File: src/rtl/irq_router_pkg.sv
package irq_router_pkg;

    // Lowest core level reachable by the router; codes are offsets from it.
    localparam int LVL_BASE = 7;

    // Code used for sources outside the default population: never routed.
    localparam int CODE_OFF = 15;

    // Default target code of source s (level minus LVL_BASE).
    function automatic int default_code(int s);
        if (s < 7)  return 0;
        if (s < 9)  return 1;
        if (s < 13) return 2;
        if (s < 16) return 3;
        if (s < 19) return 4;
        if (s < 21) return 5;
        if (s < 24) return 6;
        return CODE_OFF;
    endfunction

endpackage

File: src/rtl/irq_router_cfg.sv
module irq_router_cfg #(
    parameter int NUM_SRC = 24,
    parameter int FIELD_W = 4,
    parameter int DATA_W  = 32,
    parameter int ADDR_W  = 3
) (
    input  logic                       clk,
    input  logic                       rst_n,
    input  logic                       wr,
    input  logic [ADDR_W-1:0]          addr,
    input  logic [DATA_W-1:0]          wdata,
    output logic [NUM_SRC*FIELD_W-1:0] fields_o,
    output logic [NUM_SRC-1:0]         en_o
);
    localparam int FPR     = DATA_W / FIELD_W;
    localparam int NUM_ASG = (NUM_SRC + FPR - 1) / FPR;
    localparam int EN_ADDR = NUM_ASG;

    typedef struct packed {
        logic [NUM_SRC*FIELD_W-1:0] fields;
        logic [NUM_SRC-1:0]         en;
    } cfg_t;

    function automatic logic [NUM_SRC*FIELD_W-1:0] default_map();
        logic [NUM_SRC*FIELD_W-1:0] m;
        m = '0;
        for (int s = 0; s < NUM_SRC; s++) begin
            m[s*FIELD_W +: FIELD_W] = FIELD_W'(irq_router_pkg::default_code(s));
        end
        return m;
    endfunction

    localparam cfg_t CFG_RST = '{fields: default_map(), en: '0};

    cfg_t cfg_d, cfg_q;

    always_comb begin
        cfg_d = cfg_q;
        if (wr) begin
            for (int r = 0; r < NUM_ASG; r++) begin
                for (int f = 0; f < FPR; f++) begin
                    if (addr == ADDR_W'(r) && (r * FPR + f) < NUM_SRC) begin
                        cfg_d.fields[(r*FPR+f)*FIELD_W +: FIELD_W] =
                            wdata[f*FIELD_W +: FIELD_W];
                    end
                end
            end
            if (addr == ADDR_W'(EN_ADDR)) begin
                cfg_d.en = wdata[NUM_SRC-1:0];
            end
        end
    end

    always_ff @(posedge clk or negedge rst_n) begin
        if (!rst_n) begin
            cfg_q <= CFG_RST;
        end else begin
            cfg_q <= cfg_d;
        end
    end

    assign fields_o = cfg_q.fields;
    assign en_o     = cfg_q.en;

endmodule

File: src/rtl/irq_router_xbar.sv
module irq_router_xbar #(
    parameter int NUM_SRC = 24,
    parameter int NUM_LVL = 7,
    parameter int FIELD_W = 4
) (
    input  logic [NUM_SRC-1:0]         src,
    input  logic [NUM_SRC-1:0]         en,
    input  logic [NUM_SRC*FIELD_W-1:0] fields,
    output logic [NUM_LVL-1:0]         req
);
    // One OR plane per core level; a code with no matching level drops out.
    for (genvar lvl = 0; lvl < NUM_LVL; lvl++) begin : g_lvl
        logic [NUM_SRC-1:0] hit;
        for (genvar s = 0; s < NUM_SRC; s++) begin : g_src
            assign hit[s] = src[s] & en[s] &
                            (fields[s*FIELD_W +: FIELD_W] == FIELD_W'(lvl));
        end
        assign req[lvl] = |hit;
    end

endmodule

File: src/rtl/irq_router_rdmux.sv
module irq_router_rdmux #(
    parameter int NUM_SRC = 24,
    parameter int FIELD_W = 4,
    parameter int DATA_W  = 32,
    parameter int ADDR_W  = 3
) (
    input  logic [ADDR_W-1:0]          addr,
    input  logic [NUM_SRC*FIELD_W-1:0] fields,
    input  logic [NUM_SRC-1:0]         en,
    input  logic [NUM_SRC-1:0]         src,
    output logic [DATA_W-1:0]          rdata
);
    localparam int FPR     = DATA_W / FIELD_W;
    localparam int NUM_ASG = (NUM_SRC + FPR - 1) / FPR;
    localparam int EN_ADDR = NUM_ASG;
    localparam int ST_ADDR = NUM_ASG + 1;

    always_comb begin
        rdata = '0;
        for (int r = 0; r < NUM_ASG; r++) begin
            for (int f = 0; f < FPR; f++) begin
                if (addr == ADDR_W'(r) && (r * FPR + f) < NUM_SRC) begin
                    rdata[f*FIELD_W +: FIELD_W] = fields[(r*FPR+f)*FIELD_W +: FIELD_W];
                end
            end
        end
        if (addr == ADDR_W'(EN_ADDR)) begin
            rdata[NUM_SRC-1:0] = en;
        end
        if (addr == ADDR_W'(ST_ADDR)) begin
            rdata[NUM_SRC-1:0] = src;
        end
    end

endmodule

File: src/rtl/irq_level_router.sv
module irq_level_router #(
    parameter int NUM_SRC = 24,
    parameter int NUM_LVL = 7,
    parameter int FIELD_W = 4,
    parameter int DATA_W  = 32,
    parameter int ADDR_W  = 3
) (
    input  logic               clk,
    input  logic               rst_n,
    input  logic [NUM_SRC-1:0] src_irq,
    input  logic               cfg_wr,
    input  logic [ADDR_W-1:0]  cfg_addr,
    input  logic [DATA_W-1:0]  cfg_wdata,
    output logic [DATA_W-1:0]  cfg_rdata,
    output logic [NUM_LVL-1:0] core_irq
);
    typedef struct packed {
        logic [NUM_LVL-1:0] lvl;
    } out_t;

    logic [NUM_SRC*FIELD_W-1:0] fields;
    logic [NUM_SRC-1:0]         en;
    logic [NUM_LVL-1:0]         req;
    out_t                       out_d, out_q;

    irq_router_cfg #(
        .NUM_SRC(NUM_SRC), .FIELD_W(FIELD_W), .DATA_W(DATA_W), .ADDR_W(ADDR_W)
    ) u_cfg (
        .clk(clk), .rst_n(rst_n), .wr(cfg_wr), .addr(cfg_addr),
        .wdata(cfg_wdata), .fields_o(fields), .en_o(en)
    );

    irq_router_xbar #(
        .NUM_SRC(NUM_SRC), .NUM_LVL(NUM_LVL), .FIELD_W(FIELD_W)
    ) u_xbar (
        .src(src_irq), .en(en), .fields(fields), .req(req)
    );

    irq_router_rdmux #(
        .NUM_SRC(NUM_SRC), .FIELD_W(FIELD_W), .DATA_W(DATA_W), .ADDR_W(ADDR_W)
    ) u_rdmux (
        .addr(cfg_addr), .fields(fields), .en(en), .src(src_irq), .rdata(cfg_rdata)
    );

    always_comb begin
        out_d     = out_q;
        out_d.lvl = req;
    end

    always_ff @(posedge clk or negedge rst_n) begin
        if (!rst_n) begin
            out_q <= '0;
        end else begin
            out_q <= out_d;
        end
    end

    assign core_irq = out_q.lvl;

endmodule

File: config.mk
export PLATFORM = sky130hd
export DESIGN_NAME = irq_level_router
export DESIGN_NICKNAME = d
export VERILOG_FILES = /design/src/rtl/irq_router_pkg.sv /design/src/rtl/irq_router_cfg.sv /design/src/rtl/irq_router_xbar.sv /design/src/rtl/irq_router_rdmux.sv /design/src/rtl/irq_level_router.sv
export SDC_FILE = /design/constraint.sdc
export NUM_CORES = 1
export LEC_CHECK = 0
export BUFFER_PORTS_ARGS = -buffer_cell sky130_fd_sc_hd__buf_2
export CORE_ASPECT_RATIO = 2
export CORE_MARGIN = 5
export CORE_UTILIZATION = 40
export DETAILED_ROUTE_END_ITERATION = 12
export PLACE_DENSITY = 0.68
export SYNTH_ARGS = -nofsm -noshare
export SYNTH_HDL_FRONTEND = slang
export SYNTH_HIERARCHICAL = 1
export SYNTH_SLANG_ARGS = --single-unit
export TNS_END_PERCENT = 20
File: constraint.sdc
create_clock -name clk -period 4.8 [get_ports clk]
set_clock_uncertainty 0.1 [all_clocks]
set_input_delay 0.72 -clock clk [delete_from_list [all_inputs] [get_ports clk]]
set_output_delay 0.72 -clock clk [all_outputs]
set_load 0.01 [all_outputs]
# Yosys cells after proc, flatten, opt, wreduce, memory -nomap -nowiden
# Cells that the tools add are included.
# word_totals
reg_bits	127
in_bits	62
word_cells	407
# classes
n_eq_ne	148
n_mux	26
bitwise_logic	192
reduce_logical	36
# op_table
op	count
== test 4 x 3 -> 1 bit (second input constant)	72
bitwise AND 1 bit	192
== test 4 x 2 -> 1 bit (second input constant)	48
OR reduction 24 bit	7
== test 4 x 1 -> 1 bit (second input constant)	24
logical NOT 4 bit	24
two-way mux 4 bit	24
two-way mux 24 bit	2
AND reduction 2 bit	4
== test 3 x 2 -> 1 bit (second input constant)	2
== test 3 x 1 -> 1 bit (second input constant)	1
== test 3 bit (second input constant)	1
logical NOT 3 bit	1

# Logic depth before layout (Yosys ltp)
# depth
depth_word	6
depth_mapped	6
ltp_nobuf	5

# By module
# The synthesis kept the hierarchy.
# modules_own_cells
mod	instances	cells_each	area_each_um2	seq_area_each_um2
irq_router_cfg	1	257	4565.6	3034.2
irq_router_xbar	1	321	2000.7	0.0
irq_router_rdmux	1	179	1280.0	0.0
irq_level_router	1	7	175.2	175.2

# Least setup slack after synthesis
# OpenSTA, ideal clock, no wires.
# synth_path
kind	input -> output
from	input cfg_addr[0]
to	output cfg_rdata[20]
arrival_ps	1687
required_ps	3980
setup_slack_ps	2293
path_stages	5
path_buffers	2
cell_sequence	buf_6 -> buf_6 -> mux2_4 -> a222oi_1 -> nand2_1
# synth_via
elab_chain_len	6
word_cells_on_any_way	10
classes_between	eq/ne: 4; mux: 5; reduce/logical: 1
# synth_rtl
item	line_no	text
start: declaration	irq_level_router.sv:12	input logic [ADDR_W-1:0] cfg_addr,
logical NOT 3 bit	irq_router_rdmux.sv:22	if (addr == ADDR_W'(r) && (r * FPR + f) < NUM_SRC) begin
two-way mux 4 bit (3 in a row)	irq_router_rdmux.sv:22	
two-way mux 24 bit	irq_router_rdmux.sv:27	if (addr == ADDR_W'(EN_ADDR)) begin
two-way mux 24 bit (*)	irq_router_rdmux.sv:30	if (addr == ADDR_W'(ST_ADDR)) begin
end: declaration	irq_level_router.sv:14	output logic [DATA_W-1:0] cfg_rdata,
# Mark *: on every way between the ends. The rest lies on a longest branch, timed or not.

# Final worst setup path
# layout_path
from	input cfg_addr[0]
to	output cfg_rdata[0]
# Same word-level chain as after synthesis.

==> metrics <==
Int Pwr 2.75 mW; RSZ-0062 raised after global routing no; TNS Setup 0 ps; Place WS 1490 ps; CP Capture Type output pin; DRC violations left 0; Post-Syn Area per Cell 10.5 µm²; max-cap violations 0; Ys Warns 6; core box area 0.0198 mm²; row count 73; Worst EP required 3980 ps; IO Pins 101; clk slew on worst S/H paths 60 ps; Yosys cell types 66; RR Endpoint core_irq[5]; EDFF count, synth 0; GPL Wtd Cong 1.05; final HPWL from detailed placement 25.0 mm; post-CTS sizing 0; filler instances 1905; Power, Total 4.14 mW; CP Capture Point cfg_rdata[0]; clk sinks 127; Reg area 0.00321 mm²; Fin Hold WS 128 ps; CTS Buf Count 17; Critical Path AT 2520 ps; Hold Vio Cnt, Final 0; initial DRC count 538; Worst Tran Pin Value 1140 ps; slowest stage delay, CP 410 ps; area occupied by multi-input gates 0.00458 mm²; worst skew pair latency 440 ps; start point of the critical path cfg_addr[0]; H-tree Lvls 4; Final Critical Period 3340 ps; CP Cell Sequence buf_2, buf_4, mux2_2, a222oi_1, nand2_1, buf_2; Comb power frac 23.5%; Post-synth ARST share 100%; die width 110 µm; Clock Path Buffers 2; Starting Density 40.5%; reg-to-reg setup timing slack 2400 ps; layout cells sized above 1 35.6%; Crit-path slowest cell buf_2; Max-slew headroom 22.8%; initial antenna violation count 0; status complete, no violations; CTS tree yes; Pwr Density 440 mW/mm²; LEAKAGE 3.98 nW; ys flop type dfrtp_1; Reg-to-Reg Start u_cfg/fields_o[93]; Setup WS post-layout 1460 ps; # placed instances 1110; Syn Nets 826; routed vias 7035; Final ANT Viol Nets 0; DRT Wirelength 31.3 mm; non-filler cells, final 1142; root buffer cell clkbuf_16; Seq pwr share 43.0%; Avg WL per Cell 27.4 µm; CTS Hold Buffers Added 0; Worst path most repeated cell buf_2; R2R depth 5; Synth Instances 764; Max VDD drop 0.285 mV; Max Slew Vio Count 0; first-pass GRT wire length 46.0 mm; Sw Ratio 33.5%; Worst Hold Class input port to async pin; PortBufs 100; Die Area 0.0232 mm²; #FFs+latches synth 127; CP Class input port to output pin; # diodes 0; vias in the first global route 7189; CP startpoint kind input port; Tcrit/Tclk final 69.5%; Nets 929; Max Fclk 300 MHz; Die Y 210 µm; clock network power share 33.5%; DR vias/cell 6.16; largest net degree at the start of global routing 53; Setup-failing EPs final 0; post-synthesis sequential area ratio 40.0%; TritonRoute pass-1 iters 5; P&R area growth vs syn 17.3%; post-CTS setup buffer count 0; CP max FO 22; total grt overflow 0; All-Layer GR Usage 27.8%; NetSw 1.38 mW; Syn Std Cell Area 0.00802 mm²
-- worst max-delay path: cells and delay by family --
kind / cells / cell delay, ps
AOI/OAI and AO/OA: 1 / 330
buffers and inverters: 3 / 970
muxes: 1 / 380
and+or+nand+nor: 1 / 100
-- sequential cells by signal (all words and copies together), names as in the netlist --
register / cells
core_irq: 7
u_cfg/en_o: 24
u_cfg/fields_o: 96
-- worst min-delay path by stage --
stage                                   from                  to  slack (ps)
after global routing                   rst_n  u_cfg/fields_o[73]         160
after global placement    u_cfg/fields_o[79]  u_cfg/fields_o[79]         420
after detailed placement   u_cfg/fields_o[1]   u_cfg/fields_o[1]         440
after floorplan                        rst_n         core_irq[0]         320
final                                  rst_n  u_cfg/fields_o[73]         130
after CTS                              rst_n  u_cfg/fields_o[73]         110
-- routing by layer --
layer | global-route usage [%] | routed length, µm
met5 | 0 | 0
met4 | 21.0 | 2550
met3 | 4.11 | 1180
met2 | 48.7 | 16600
met1 | 28.9 | 11000
-- layout make-up --
class                   instances  area share [%]
multi-input cells             598            48.7
flip-flops and latches        127            34.1
repair buffers                118            6.78
clock buffers                  23            5.08
well taps                     262            3.48
clock inverters                 9            1.68
inverters                       5           0.199
-- Yosys cell counts (all sizes together), types with 3 or more instances --
cell	instances	area, µm²
nor2	37	139
a21oi	10	50.1
nor3b	18	140
nand2	59	221
a22oi	7	52.6
or4	4	30.0
dfrtp	102	2550
nor4	16	100
mux2	134	1510
nor4bb	9	90.1
a22o	4	35.0
a32oi	3	26.3
a222oi	12	120
nand4b	20	181
nor3	25	125
clkbuf	6	23.8
a2111oi	3	26.3
or2	9	56.3
nand2b	10	62.6
buf	28	218
o21ai	15	75.1
o21a	12	90.1
o2bb2ai	12	105
nand3b	7	52.6
dfstp	25	657
nand4	14	87.6
and3b	14	123
or3	4	25.0
inv	5	18.8
nor4b	6	67.6
nand3	44	220
o22ai	4	25.0
mux2i	30	300
and3	11	71.3
nor2b	19	119
and4b	3	31.3
-- metrics by stage --
stage,cell area (µm²),util (%)
final,9410,47.5
after global routing,9410,47.5
after CTS,9410,47.5
after detailed placement,8780,44.3
after global placement,8780,44.3
after floorplan,8020,-
-- cells in the final DEF, fill, tap and decap left out, types with 5 or more instances in the layout --
cell and n:
nand4b_1 19, nor2_1 37, nor4_1 16, nor3b_1 17, nor3_1 25, dfstp_2 25, nor4b_1 5, mux2_2 118
nand3_1 44, clkbuf_16 17, buf_2 99, nand3b_1 7, or2_2 9, buf_4 19, dfrtp_1 102, o21a_1 12
mux2_1 15, o2bb2ai_1 12, a21oi_1 10, a22oi_1 7, mux2i_1 30, nor2b_1 19, o21ai_0 13, nand4_1 14
and3b_1 14, and3_1 9, a222oi_1 12, nand2_1 59, nor4bb_1 7, nand2b_1 10
-- kinds of logic after synthesis --
logic type	share of synthesized area (%)
flip-flops	40.0
AND/OR/NAND/NOR	24.9
multiplexers	22.6
AO/OA/AOI/OAI	9.28
buffers and inverters	3.24
-- power by group through the flow --
stage	Clock (mW)	Sequential (mW)	Combinational, mW
global route	1.44	1.82	1.05
CTS	1.41	1.77	0.967
floorplan	0	1.62	0.645
finish	1.39	1.78	0.974
detailed placement	0	1.79	0.962
global placement	0	1.78	0.949
Note: power is estimated with default switching activity, not from simulation.
